**config.mk**
```make
export PLATFORM = sky130hd
export DESIGN_NAME = status_pkt_tx
export DESIGN_NICKNAME = d
export VERILOG_FILES = /design/src/rtl/status_pkt_pkg.sv /design/src/rtl/status_pkt_capture.sv /design/src/rtl/status_pkt_ctrl.sv /design/src/rtl/status_pkt_serial.sv /design/src/rtl/status_pkt_tx.sv
export SDC_FILE = /design/constraint.sdc
export NUM_CORES = 1
export LEC_CHECK = 0
export CORE_ASPECT_RATIO = 2
export CORE_MARGIN = 2
export CORE_UTILIZATION = 40
export CTS_CLUSTER_DIAMETER = 100
export DETAILED_ROUTE_END_ITERATION = 8
export DONT_BUFFER_PORTS = 1
export HOLD_SLACK_MARGIN = 0.05
export PLACE_DENSITY = 0.59
export SETUP_SLACK_MARGIN = 0.1
export SLEW_MARGIN = 0
export SYNTH_ARGS = -nofsm -noshare
export SYNTH_HDL_FRONTEND = slang
export SYNTH_SLANG_ARGS = --single-unit
```
**constraint.sdc**
```tcl
create_clock -name clk -period 4.4 [get_ports clk]
set_input_delay 0.66 -clock clk [delete_from_list [all_inputs] [get_ports clk]]
set_output_delay 0.66 -clock clk [all_outputs]
set_load 0.05 [all_outputs]
```
**src/rtl/status_pkt_pkg.sv**
```systemverilog
`timescale 1ns/1ps
package status_pkt_pkg;
  localparam int SEQ_W = 6;

  typedef enum logic [1:0] {
    MODE_OFF    = 2'd0,
    MODE_ONCE   = 2'd1,
    MODE_CHANGE = 2'd2,
    MODE_MUTE   = 2'd3
  } rpt_mode_e;

  typedef enum logic [1:0] {
    SER_IDLE = 2'd0,
    SER_REQ  = 2'd1,
    SER_DATA = 2'd2
  } ser_state_e;
endpackage

```
**src/rtl/status_pkt_capture.sv**
```systemverilog
`timescale 1ns/1ps
module status_pkt_capture #(
  parameter int STATUS_W   = 26,
  parameter int XW         = 64,
  parameter bit REG_STATUS = 1'b1
) (
  input  logic                clk,
  input  logic                rst,
  input  logic [STATUS_W-1:0] status_in,
  input  logic [XW-1:0]       extra_in,
  output logic [STATUS_W-1:0] status_q,
  output logic [XW-1:0]       extra_q
);
  generate
    if (REG_STATUS) begin : g_reg
      always_ff @(posedge clk) begin
        if (rst) begin
          status_q <= '0;
          extra_q  <= '0;
        end else begin
          status_q <= status_in;
          extra_q  <= extra_in;
        end
      end
    end else begin : g_pass
      assign status_q = status_in;
      assign extra_q  = extra_in;
    end
  endgenerate
endmodule

```
**src/rtl/status_pkt_ctrl.sv**
```systemverilog
`timescale 1ns/1ps
module status_pkt_ctrl
  import status_pkt_pkg::*;
#(
  parameter int STATUS_W = 26
) (
  input  logic                clk,
  input  logic                rst,
  input  logic                cfg_we,
  input  logic [7:0]          cfg_data,
  input  logic                ser_busy,
  input  logic [STATUS_W-1:0] status_q,
  input  logic [STATUS_W-1:0] status_sent,
  output logic                go,
  output logic [SEQ_W-1:0]    seq
);
  rpt_mode_e mode;
  logic      pending;
  logic      changed;
  rpt_mode_e wr_mode;

  assign wr_mode = rpt_mode_e'(cfg_data[7:6]);
  assign changed = (mode == MODE_CHANGE) && (status_q != status_sent);
  // a write in the same cycle takes precedence over starting
  assign go      = pending && !ser_busy && !cfg_we;

  always_ff @(posedge clk) begin
    if (rst) begin
      mode    <= MODE_OFF;
      seq     <= '0;
      pending <= 1'b0;
    end else if (cfg_we) begin
      mode    <= wr_mode;
      seq     <= cfg_data[SEQ_W-1:0];
      pending <= (wr_mode == MODE_ONCE) || (wr_mode == MODE_CHANGE);
    end else if (go) begin
      pending <= 1'b0;
      if (mode == MODE_ONCE) mode <= MODE_OFF;
    end else if (changed) begin
      pending <= 1'b1;
    end
  end
endmodule

```
**src/rtl/status_pkt_serial.sv**
```systemverilog
`timescale 1ns/1ps
module status_pkt_serial
  import status_pkt_pkg::*;
#(
  parameter int         STATUS_W    = 26,
  parameter int         NUM_EXTRA   = 2,
  parameter logic [7:0] STATUS_ADDR = 8'h3C,
  parameter logic [7:0] EXTRA_BASE  = 8'h40
) (
  input  logic                   clk,
  input  logic                   rst,
  input  logic                   go,
  input  logic [SEQ_W-1:0]       seq,
  input  logic [STATUS_W-1:0]    status_q,
  input  logic [32*NUM_EXTRA-1:0] extra_q,
  input  logic                   pkt_ack,
  output logic                   busy,
  output logic [STATUS_W-1:0]    status_sent,
  output logic [7:0]             pkt_data,
  output logic                   pkt_req
);
  localparam int NDATA    = 1 + (STATUS_W - 2 + 7) / 8;
  localparam int PW       = 2 + 8 * (NDATA - 1);
  localparam int MAIN_LEN = NDATA + 1;
  localparam int XLEN     = 5;
  localparam int MAXLEN   = (MAIN_LEN > XLEN) ? MAIN_LEN : XLEN;
  localparam int BI_W     = $clog2(MAXLEN);
  localparam int PK_W     = (NUM_EXTRA > 1) ? $clog2(NUM_EXTRA + 1) : 1;

  ser_state_e              st, st_n;
  logic [PK_W-1:0]         pk, pk_n;
  logic [BI_W-1:0]         bi, bi_n;
  logic                    req_n;
  logic [7:0]              dat_n;
  logic                    take;
  logic [STATUS_W-1:0]     snap_s;
  logic [32*NUM_EXTRA-1:0] snap_x;
  logic [SEQ_W-1:0]        snap_seq;
  logic [PW-1:0]           padded;
  logic [7:0]              nxt_byte;
  int                      nb;
  int                      last_bi;

  assign busy        = (st != SER_IDLE);
  assign status_sent = snap_s;

  // byte that follows the current one within the same packet
  always_comb begin
    nb     = int'(bi) + 1;
    padded = '0;
    padded[STATUS_W-1:0] = snap_s;
    if (pk == '0) begin
      if (nb == 1) nxt_byte = {snap_seq, snap_s[1:0]};
      else         nxt_byte = padded[2 + 8*(nb-2) +: 8];
    end else begin
      nxt_byte = snap_x[32*(int'(pk)-1) + 8*(nb-1) +: 8];
    end
  end

  always_comb begin
    st_n    = st;
    pk_n    = pk;
    bi_n    = bi;
    req_n   = pkt_req;
    dat_n   = pkt_data;
    take    = 1'b0;
    last_bi = (pk == '0) ? MAIN_LEN - 1 : XLEN - 1;
    case (st)
      SER_IDLE: if (go) begin
        st_n  = SER_REQ;
        pk_n  = '0;
        bi_n  = '0;
        req_n = 1'b1;
        dat_n = STATUS_ADDR;
        take  = 1'b1;
      end
      SER_REQ: if (pkt_ack) begin
        st_n  = SER_DATA;
        bi_n  = BI_W'(1);
        req_n = 1'b0;
        dat_n = nxt_byte;
      end
      SER_DATA: begin
        if (int'(bi) == last_bi) begin
          if (pk == PK_W'(NUM_EXTRA)) begin
            st_n  = SER_IDLE;
            dat_n = 8'h00;
          end else begin
            st_n  = SER_REQ;
            pk_n  = pk + 1'b1;
            bi_n  = '0;
            req_n = 1'b1;
            dat_n = 8'(int'(EXTRA_BASE) + int'(pk));
          end
        end else begin
          bi_n  = bi + 1'b1;
          dat_n = nxt_byte;
        end
      end
      default: st_n = SER_IDLE;
    endcase
  end

  always_ff @(posedge clk) begin
    if (rst) begin
      st       <= SER_IDLE;
      pk       <= '0;
      bi       <= '0;
      pkt_req  <= 1'b0;
      pkt_data <= 8'h00;
      snap_s   <= '0;
      snap_x   <= '0;
      snap_seq <= '0;
    end else begin
      st       <= st_n;
      pk       <= pk_n;
      bi       <= bi_n;
      pkt_req  <= req_n;
      pkt_data <= dat_n;
      if (take) begin
        snap_s   <= status_q;
        snap_x   <= extra_q;
        snap_seq <= seq;
      end
    end
  end
endmodule

```
**src/rtl/status_pkt_tx.sv**
```systemverilog
`timescale 1ns/1ps
module status_pkt_tx
  import status_pkt_pkg::*;
#(
  parameter int         STATUS_W    = 26,
  parameter int         NUM_EXTRA   = 2,
  parameter bit         REG_STATUS  = 1'b1,
  parameter logic [7:0] STATUS_ADDR = 8'h3C,
  parameter logic [7:0] EXTRA_BASE  = 8'h40
) (
  input  logic                    clk,
  input  logic                    rst,
  input  logic                    cfg_we,
  input  logic [7:0]              cfg_data,
  input  logic [STATUS_W-1:0]     status_in,
  input  logic [32*NUM_EXTRA-1:0] extra_in,
  input  logic                    pkt_ack,
  output logic [7:0]              pkt_data,
  output logic                    pkt_req
);
  localparam int XW = 32 * NUM_EXTRA;

  logic [STATUS_W-1:0] status_q;
  logic [XW-1:0]       extra_q;
  logic [STATUS_W-1:0] status_sent;
  logic                ser_busy;
  logic                go;
  logic [SEQ_W-1:0]    seq;

  status_pkt_capture #(
    .STATUS_W(STATUS_W), .XW(XW), .REG_STATUS(REG_STATUS)
  ) u_capture (
    .clk(clk), .rst(rst), .status_in(status_in), .extra_in(extra_in),
    .status_q(status_q), .extra_q(extra_q)
  );

  status_pkt_ctrl #(.STATUS_W(STATUS_W)) u_ctrl (
    .clk(clk), .rst(rst), .cfg_we(cfg_we), .cfg_data(cfg_data),
    .ser_busy(ser_busy), .status_q(status_q), .status_sent(status_sent),
    .go(go), .seq(seq)
  );

  status_pkt_serial #(
    .STATUS_W(STATUS_W), .NUM_EXTRA(NUM_EXTRA),
    .STATUS_ADDR(STATUS_ADDR), .EXTRA_BASE(EXTRA_BASE)
  ) u_serial (
    .clk(clk), .rst(rst), .go(go), .seq(seq), .status_q(status_q),
    .extra_q(extra_q), .pkt_ack(pkt_ack), .busy(ser_busy),
    .status_sent(status_sent), .pkt_data(pkt_data), .pkt_req(pkt_req)
  );
endmodule

```
==> results of run 1 <==
## registers in the layout, summed over array words and instances (netlist names)
name,flops
u_capture.extra_q,64
u_serial.snap_x,64
u_capture.status_q,26
u_serial.status_sent,26
u_serial.pkt_data,8
u_ctrl.seq,6
u_serial.snap_seq,6
u_serial.bi,3
u_ctrl.mode,2
u_serial.pk,2
u_serial.st,2
u_ctrl.pending,1
u_serial.pkt_req,1
## placed cells by master (no fill, tap or decap), drive strengths merged, types with 11 or more instances in the layout
master	n
nor2b	91
nand3	13
nand2b	14
dfxtp	211
xor2	18
inv	13
ha	12
clkbuf	24
a21oi	116
mux4	16
xnor2	11
nor2	25
nand2	228
mux2i	13
## stage by stage
step	area, sq um	setup WS, ns	cells	util	total power, mW
6_report	9066	0.9278	1156	0.4451	4.402
5_1_grt	9066	0.6651	1156	0.4451	4.590
4_1_cts	9066	0.9457	1156	0.4451	4.459
3_5_place_dp	8393	0.9509	1121	0.4120	2.712
3_3_place_gp	8393	1.090	1121	0.4120	2.709
2_1_floorplan	8293	0.9703	909	-	2.604
## worst max-delay path by stage
stage	endpoint	slack, ns	cells past startpoint
after CTS	u_serial.pkt_data[3]	0.95	10
final	u_serial.pkt_data[6]	0.93	10
after global placement	u_serial.pkt_data[2]	1.09	10
after floorplan	u_serial.pkt_data[2]	0.97	15
after detailed placement	u_serial.pkt_data[3]	0.95	10
after global routing	u_serial.pkt_data[3]	0.67	10
## logic make-up (layout without fill, tap and decap cells)
group	count (synthesis)	after routing	synth area share
AO/OA/AOI/OAI	160	160	0.1118
XOR/XNOR	29	29	0.03063
adder cells (fa/ha/maj)	13	13	0.02052
buffers and inverters	70	51	0.03847
flip-flops	211	211	0.5094
multiplexers	34	34	0.06684
AND/OR/NAND/NOR	392	392	0.2224
## cell type report
class	count	area, sq um	share of cell area
multi-input cells	628	3757	0.4144
flip-flops and latches	211	4224	0.4659
repair buffers	5	37.54	0.004140
inverters	11	41.29	0.004554
clock inverters	11	137.6	0.01518
well taps	266	332.8	0.03671
clock buffers	24	535.5	0.05907
## critical path, stage by stage (launching register included)
cell      delay, ns
dfxtp_1        0.74
inv_1          0.14
ha_1           0.33
inv_1          0.06
ha_1           0.25
xor2_1         0.17
o22ai_1        0.24
fa_1           0.48
nor4b_4        0.52
a21oi_1        0.13
a221oi_1       0.31
## per-layer routing
layer / vias to the layer above / global-route usage / wire [um]
li1: 2948 / - / -
met1: 2760 / 0.1774 / 6940
met2: 144 / 0.3586 / 11380
met3: 40 / 0.02920 / 880
met4: 0 / 0.08530 / 971
met5: - / 0 / 0
## where the power goes
group | switching, mW | internal [mW]
combinational | 0.301 | 0.195
sequential | 0.155 | 2.01
clock | 0.735 | 1.00
total | 1.19 | 3.21
## synth_stat cells, types with 2 or more instances
cell	count	share of area
nand3_1	13	0.0078
clkbuf_1	36	0.016
nand2_1	227	0.10
o21a_1	2	0.0018
buf_6	3	0.0041
ha_1	12	0.018
xnor2_1	11	0.012
a211oi_1	2	0.0018
nor2b_1	91	0.069
mux4_2	14	0.038
buf_1	3	0.0014
o221ai_1	2	0.0021
nor2_1	25	0.011
nor4_1	5	0.0038
nand4_1	4	0.0030
o21bai_1	2	0.0018
o22ai_1	2	0.0015
a31oi_1	4	0.0030
a221oi_1	3	0.0032
a311oi_1	5	0.0053
buf_2	15	0.0091
mux2_1	2	0.0027
a21oi_1	116	0.070
mux2_2	3	0.0041
mux2i_1	13	0.016
a2bb2oi_1	2	0.0021
xor2_1	18	0.019
o211ai_1	2	0.0018
nand2b_1	13	0.0098
inv_1	11	0.0050
mux4_1	2	0.0063
dfxtp_1	211	0.51
o21ai_0	10	0.0060
and2_1	2	0.0015
==> results.cfg, run 1 <==
[synth]
ys_ff_latch = 211
ys_seq_area_frac = 0.5094
yosysUniqueCellTypes = 57
synth.cell_area_sq_mm = 0.008293
synth_nets = 1024
syn_avg_cell_area_sq_um = 9.123
ys_warn_count = 0
synth_flop_cell = dfxtp_1
synth_cells = 909
synth_edf_count = 0
async_flop_share = 0

[placed_design]
hpwl_mm = 14.54
routabilityCongestion = 0.8565
port-buffer-count = 0

[clock_network]
clock_path_buffers = 3
cts_resized = 0
cts.clk_slew.worst_paths_ns = 0.07
postCtsSetupRepairBufs = 0
cts_root_buf = clkbuf_16
clock_latency_ns = 0.50
htreeDepth = 1
tritoncts = yes
numCtsBuffers = 20
cts_sinks = 211
cts-hold-fix-buffers = 0

[route]
drt-total-wl_mm = 20.17
drtPass1Iterations = 5
wl_per_cell_um = 17.45
vias = 5892
via_per_inst = 5.097
drcViolationCount = 0
dr.first_iter.drc_count = 280
ant_nets = 0

[global_routing]
grt_pass1_wl_mm = 31.19
grt_usage = 0.1815
overflow = 0
grt_max_degree = 210
antenna_found_initial = 0
first_global_vias = 5812

[min_path]
min_to = u_capture.status_q[7]
hold_path_class = in -> reg
hp-start = rst
hold_depth = 1

[die]
fp.dieArea_sq_mm = 0.02197
die_h_um = 207.6
io_pins = 111
fp-row-count = 74
die_w_um = 105.8
initial_utilization = 0.4071
core_sq_mm = 0.02037

[flow_run]
cap_violations = 0

[critical_path]
start_kind = register
reg2reg_slack_ns = 0.93
crit_start = u_serial.bi[0]
required_ns = 4.78
r2r_start = u_serial.bi[0]
r2r_cells = 10
arrival_ns = 3.85
critPathKind = reg -> reg
crit_path_end_kind = register
critical_path_peak_fanout = 18
reg2reg_to = u_serial.pkt_data[6]

[timing]
finalCritPeriodShare = 0.7891
rsz0062_at_grt = no
finalSetupViolCount = 0
fmax_mhz = 288.0
hold_viol_final = 0
min_period_ns = 3.472
finalSetupTns_ns = 0
relSlewSlack = 0.4341
tightest_slew_ns = 0.8488
fin_skew_ns = 0.01770
whs_ns = 0.2365
drv_slew = 0

[power_and_ir_drop]
powerDensity_mw_per_mm2 = 485.5
leakage_nw = 3.217
irDropWorstVdd_v = 0.0002906

[layout]
nets = 992
n_fill_cell = 2068
num_antenna_cells = 0
areaGrowthSynthToFinish_pct = 9.324
drive_above_1_share = 0.07191

[run_status]
status = complete, no violations
(Power assumes the default switching activity.)
==> inputs of run 2 (changes only) <==
==> constraint.sdc (replaced) <==
create_clock -name clk -period 3.3 [get_ports clk]
set_input_delay 0.495 -clock clk [delete_from_list [all_inputs] [get_ports clk]]
set_output_delay 0.495 -clock clk [all_outputs]
set_load 0.05 [all_outputs]
==> run 2 against run 1 <==
Effect of this change: clock skew is essentially flat; sequential power grew 33%; combinational power grew 37%; die area is the same; final cell count grew 0.43%; largest power group unchanged; critical endpoint unchanged; largest cell class unchanged.
==> results.cfg, run 2 (synthesized netlist as in run 1, its figures left out) <==
[run_status]
status = complete, no violations

[placed_design]
routabilityCongestion = 0.8741
placed_cell_area_sq_mm = 0.008427
hpwl_mm = 14.44
placed_cells = 1123
port-buffer-count = 0

[route]
dr.first_iter.drc_count = 317
drtPass1Iterations = 4
vias = 5897
ant_nets = 0
drcViolationCount = 0
drt-total-wl_mm = 20.30
wl_per_cell_um = 17.49
via_per_inst = 5.079

[timing]
min_period_ns = 2.993
finalSetupViolCount = 0
fmax_mhz = 334.1
rsz0062_at_grt = no
finalCritPeriodShare = 0.9070
hold_viol_final = 0
tightest_slew_ns = 0.6707
whs_ns = 0.06320
drv_slew = 0
finalSetupTns_ns = 0
fin_skew_ns = 0.01752
relSlewSlack = 0.5523

[layout]
multiInputGateArea_sq_mm = 0.003772
areaGrowthSynthToFinish_pct = 10.02
top_regs = u_capture.extra_q: 64 flops, u_serial.snap_x: 64 flops
num_antenna_cells = 0
drive_above_1_share = 0.07933
regArea_sq_mm = 0.004225
nets = 996
stdcell_area_sq_mm = 0.009124
most-common-layout-cells = 227 x nand2_1, 210 x dfxtp_1, 116 x a21oi_1
n_fill_cell = 2074
final_util = 0.4479
layout_commonest_cell = nand2_1
fin_cells = 1161

[clock_network]
clock_path_buffers = 3
clock_latency_ns = 0.50
cts_sinks = 211
cts.clk_slew.worst_paths_ns = 0.07
tritoncts = yes
cts_resized = 0
cts_root_buf = clkbuf_16
postCtsSetupRepairBufs = 0
htreeDepth = 1
numCtsBuffers = 20

[critical_path]
r2r_start = u_serial.bi[1]
r2r_cells = 10
reg2reg_to = u_serial.pkt_data[6]
critPathKind = reg -> reg
crit_path_end_kind = register
critical_path_peak_fanout = 8
arrival_ns = 3.39
start_kind = register
reg2reg_slack_ns = 0.31
required_ns = 3.70

[min_path]
hold_path_class = in -> reg
min_to = u_capture.extra_q[5]
hp-start = rst
hold_depth = 1

[flow_run]
cap_violations = 0

[die]
fp-row-count = 74
io_pins = 111
initial_utilization = 0.4071
die_w_um = 105.8
fp.dieArea_sq_mm = 0.02197
die_h_um = 207.6
core_sq_mm = 0.02037

[power_and_ir_drop]
leakage_nw = 3.229
powerDensity_mw_per_mm2 = 648.5
irDropWorstVdd_v = 0.0004803

[global_routing]
overflow = 0
antenna_found_initial = 0
grt_usage = 0.1828
grt_max_degree = 210
grt_pass1_wl_mm = 31.30
first_global_vias = 5925
==> run 2: worst max-delay path, cell delays in order (launching register included) <==
cell and delay (ns):
dfxtp_1 0.42, inv_1 0.11, ha_4 0.28, inv_2 0.04, ha_2 0.21, xor2_1 0.16
o22ai_1 0.22, fa_1 0.49, nor4b_4 0.56, a21oi_1 0.14, a221oi_1 0.27
==> run 2: worst max-delay path by stage <==
| stage | start | endpoint | slack (ns) | cells past startpoint |
|---|---|---|---|---|
| 2_1_floorplan | u_serial.bi[0] | u_serial.pkt_data[6] | 0.10 | 15 |
| 3_3_place_gp | u_serial.bi[1] | u_serial.pkt_data[6] | 0.41 | 10 |
| 3_5_place_dp | u_serial.bi[1] | u_serial.pkt_data[6] | 0.36 | 10 |
| 4_1_cts | u_serial.bi[1] | u_serial.pkt_data[6] | 0.36 | 10 |
| 5_1_grt | u_serial.bi[1] | u_serial.pkt_data[6] | 0.12 | 10 |
| 6_report | u_serial.bi[1] | u_serial.pkt_data[6] | 0.31 | 10 |
==> run 2: what timing repair did <==
action / in CTS / in global routing
hold endpoints to repair: 0 / 13
hold buffers: 0 / 2
setup endpoints to repair: 0 / 0
==> run 2: through the flow <==
stage          setup WS (ns)  total power, mW
3_5_place_dp          0.3593            3.622
6_report              0.3070            5.917
5_1_grt               0.1208            6.169
2_1_floorplan         0.1021            3.477
4_1_cts               0.3563            5.976
3_3_place_gp          0.4107            3.619
==> run 2: area by class of cell <==
cell class | instances | area share
clock buffer | 23 | 0.05609
clock inverter | 13 | 0.01810
inverter | 11 | 0.004800
multi-input combinational | 628 | 0.4135
sequential | 211 | 0.4631
tap | 266 | 0.03648
timing repair buffer | 9 | 0.007954
==> run 2: per-layer routing <==
metal	GRT usage	vias to the layer above	part of all wire
met1	0.1815	2753	0.36
met3	0.02732	38	0.040
met5	0	-	0
li1	-	2955	-
met4	0.07078	0	0.036
met2	0.3671	151	0.57
==> run 2: power breakdown <==
group | leakage (nW) | switching, mW | internal, mW
Sequential | 1.73 | 0.203 | 2.68
Combinational | 1.18 | 0.414 | 0.265
Clock | 0.320 | 0.982 | 1.37
==> inputs of run 3 (changes only) <==
--- a/config.mk
+++ b/config.mk
@@ -13,6 +13,7 @@
 export DONT_BUFFER_PORTS = 1
 export HOLD_SLACK_MARGIN = 0.05
 export PLACE_DENSITY = 0.59
+export REMOVE_ABC_BUFFERS = 1
 export SETUP_SLACK_MARGIN = 0.1
 export SLEW_MARGIN = 0
 export SYNTH_ARGS = -nofsm -noshare
==> run 3 against run 2 <==
Effect of this change: utilization about the same; clock power about the same; non-clock buffer count up 1; final cell count unchanged; first-iteration DRC count down 18%; worst hold slack better by 0.018 ns.
==> results.cfg, run 3 (synthesized netlist as in run 1, its figures left out) <==
[critical_path]
crit_path_end_kind = register
arrival_ns = 3.34
path_cells = inv_1, ha_2, inv_1, ha_1, xor2_1, o22ai_1, fa_1, inv_1, a21oi_1, nor4b_4, buf_4, a21oi_1, a311oi_1
critical_path_peak_fanout = 6
start_kind = register
crit_top_cell = inv_1
slowest_delay_ns = 0.42
required_ns = 3.72
critPathKind = reg -> reg
r2r_cells = 13
cp_slowest_cell = dfxtp_1

[power_and_ir_drop]
irDropWorstVdd_v = 0.0005255
powerDensity_mw_per_mm2 = 643.8
leakage_nw = 3.243
p_total_mw = 5.872

[route]
drtPass1Iterations = 5
drcViolationCount = 0
drt-total-wl_mm = 18.48
via_per_inst = 4.997
ant_nets = 0
wl_per_cell_um = 15.92
vias = 5802
dr.first_iter.drc_count = 259

[timing]
fin_skew_ns = 0.02319
tightest_slew_ns = 0.9544
setup_slack_ns = 0.3829
finalCritPeriodShare = 0.8840
finalSetupTns_ns = 0
fmax_mhz = 342.8
relSlewSlack = 0.3579
drv_slew = 0
finalSetupViolCount = 0
hold_viol_final = 0
min_period_ns = 2.917
rsz0062_at_grt = no

[global_routing]
grt_usage = 0.1686
antenna_found_initial = 0
overflow = 0
grt_max_degree = 203
first_global_vias = 5932
grt_pass1_wl_mm = 29.72

[layout]
num_antenna_cells = 0
stdcell_area_sq_mm = 0.009120
top_regs = u_capture.extra_q: 64 flops, u_serial.snap_x: 64 flops
areaGrowthSynthToFinish_pct = 9.973
drive_above_1_share = 0.07709
nets = 997
regArea_sq_mm = 0.004224
n_fill_cell = 2076
multiInputGateArea_sq_mm = 0.003762
layout_commonest_cell = nand2_1
most-common-layout-cells = 227 x nand2_1, 211 x dfxtp_1, 116 x a21oi_1

[die]
io_pins = 111
die_h_um = 207.6
fp-row-count = 74
core_sq_mm = 0.02037
die_w_um = 105.8
fp.dieArea_sq_mm = 0.02197
initial_utilization = 0.4071

[clock_network]
numCtsBuffers = 20
htreeDepth = 1
tritoncts = yes
cts_root_buf = clkbuf_16
clock_latency_ns = 0.52
clock_path_buffers = 3
cts.clk_slew.worst_paths_ns = 0.07
cts_sinks = 211

[placed_design]
placed_cell_area_sq_mm = 0.008426
dp_slack_ns = 0.1891
port-buffer-count = 0
hpwl_mm = 12.60
routabilityCongestion = 0.9289

[min_path]
hold_depth = 1
hold_path_class = in -> reg

[flow_run]
cap_violations = 0

[run_status]
status = complete, no violations
-- run 3: metrics by stage --
| step | instances | hold slack [ns] | util |
|---|---|---|---|
| 2_1_floorplan | 850 | 0.4113 | - |
| 3_3_place_gp | 1123 | 0.4211 | 0.4136 |
| 3_5_place_dp | 1123 | 0.4251 | 0.4136 |
| 4_1_cts | 1159 | 0.05204 | 0.4470 |
| 5_1_grt | 1161 | 0.05214 | 0.4477 |
| 6_report | 1161 | 0.08096 | 0.4477 |
-- run 3: per-layer routing --
metal / GRT usage / vias to the layer above / share of wire
li1: - / 2950 / -
met1: 0.1873 / 2702 / 0.39
met2: 0.3175 / 117 / 0.54
met3: 0.02135 / 33 / 0.037
met4: 0.06851 / 0 / 0.034
met5: 0 / - / 0
-- run 3: cell type report --
class,instances,share of cell area
clock buffer,25,0.06023
clock inverter,10,0.01317
inverter,11,0.004527
multi-input combinational,628,0.4125
sequential,211,0.4632
tap,266,0.03649
timing repair buffer,10,0.009878
-- run 3: worst paths after layout --
path | start | end | slack (ns)
worst max register to register | u_serial.bi[1] | u_serial.pkt_data[4] | 0.38
worst min register to register | u_capture.extra_q[43] | u_serial.snap_x[43] | 0.43
worst max-delay path | u_serial.bi[1] | u_serial.pkt_data[4] | 0.38
worst min-delay path | rst | u_capture.extra_q[33] | 0.08
-- run 3: repair_timing --
action	in CTS	in global routing
endpoints found under the hold margin	8	0
gates resized for setup	0	0
hold buffers	1	0
setup endpoints to repair	0	2
buffers inserted	0	2
-- run 3: worst max-delay path: cells and delay by family, from the launching register on --
family                     cells  cell delay [ns]
AOI/OAI and AO/OA              4             0.48
DFF                            1             0.42
xor gates and xnor gates       1             0.17
and+or+nand+nor                1             0.35
buffers and inverters          4             0.41
adders and majority gates      3             0.99
-- run 3: power by group --
group / leakage [nW] / switching (mW) / internal, mW
sequential: 1.73 / 0.193 / 2.68
combinational: 1.19 / 0.403 / 0.266
clock: 0.326 / 0.978 / 1.35
total: 3.24 / 1.57 / 4.30
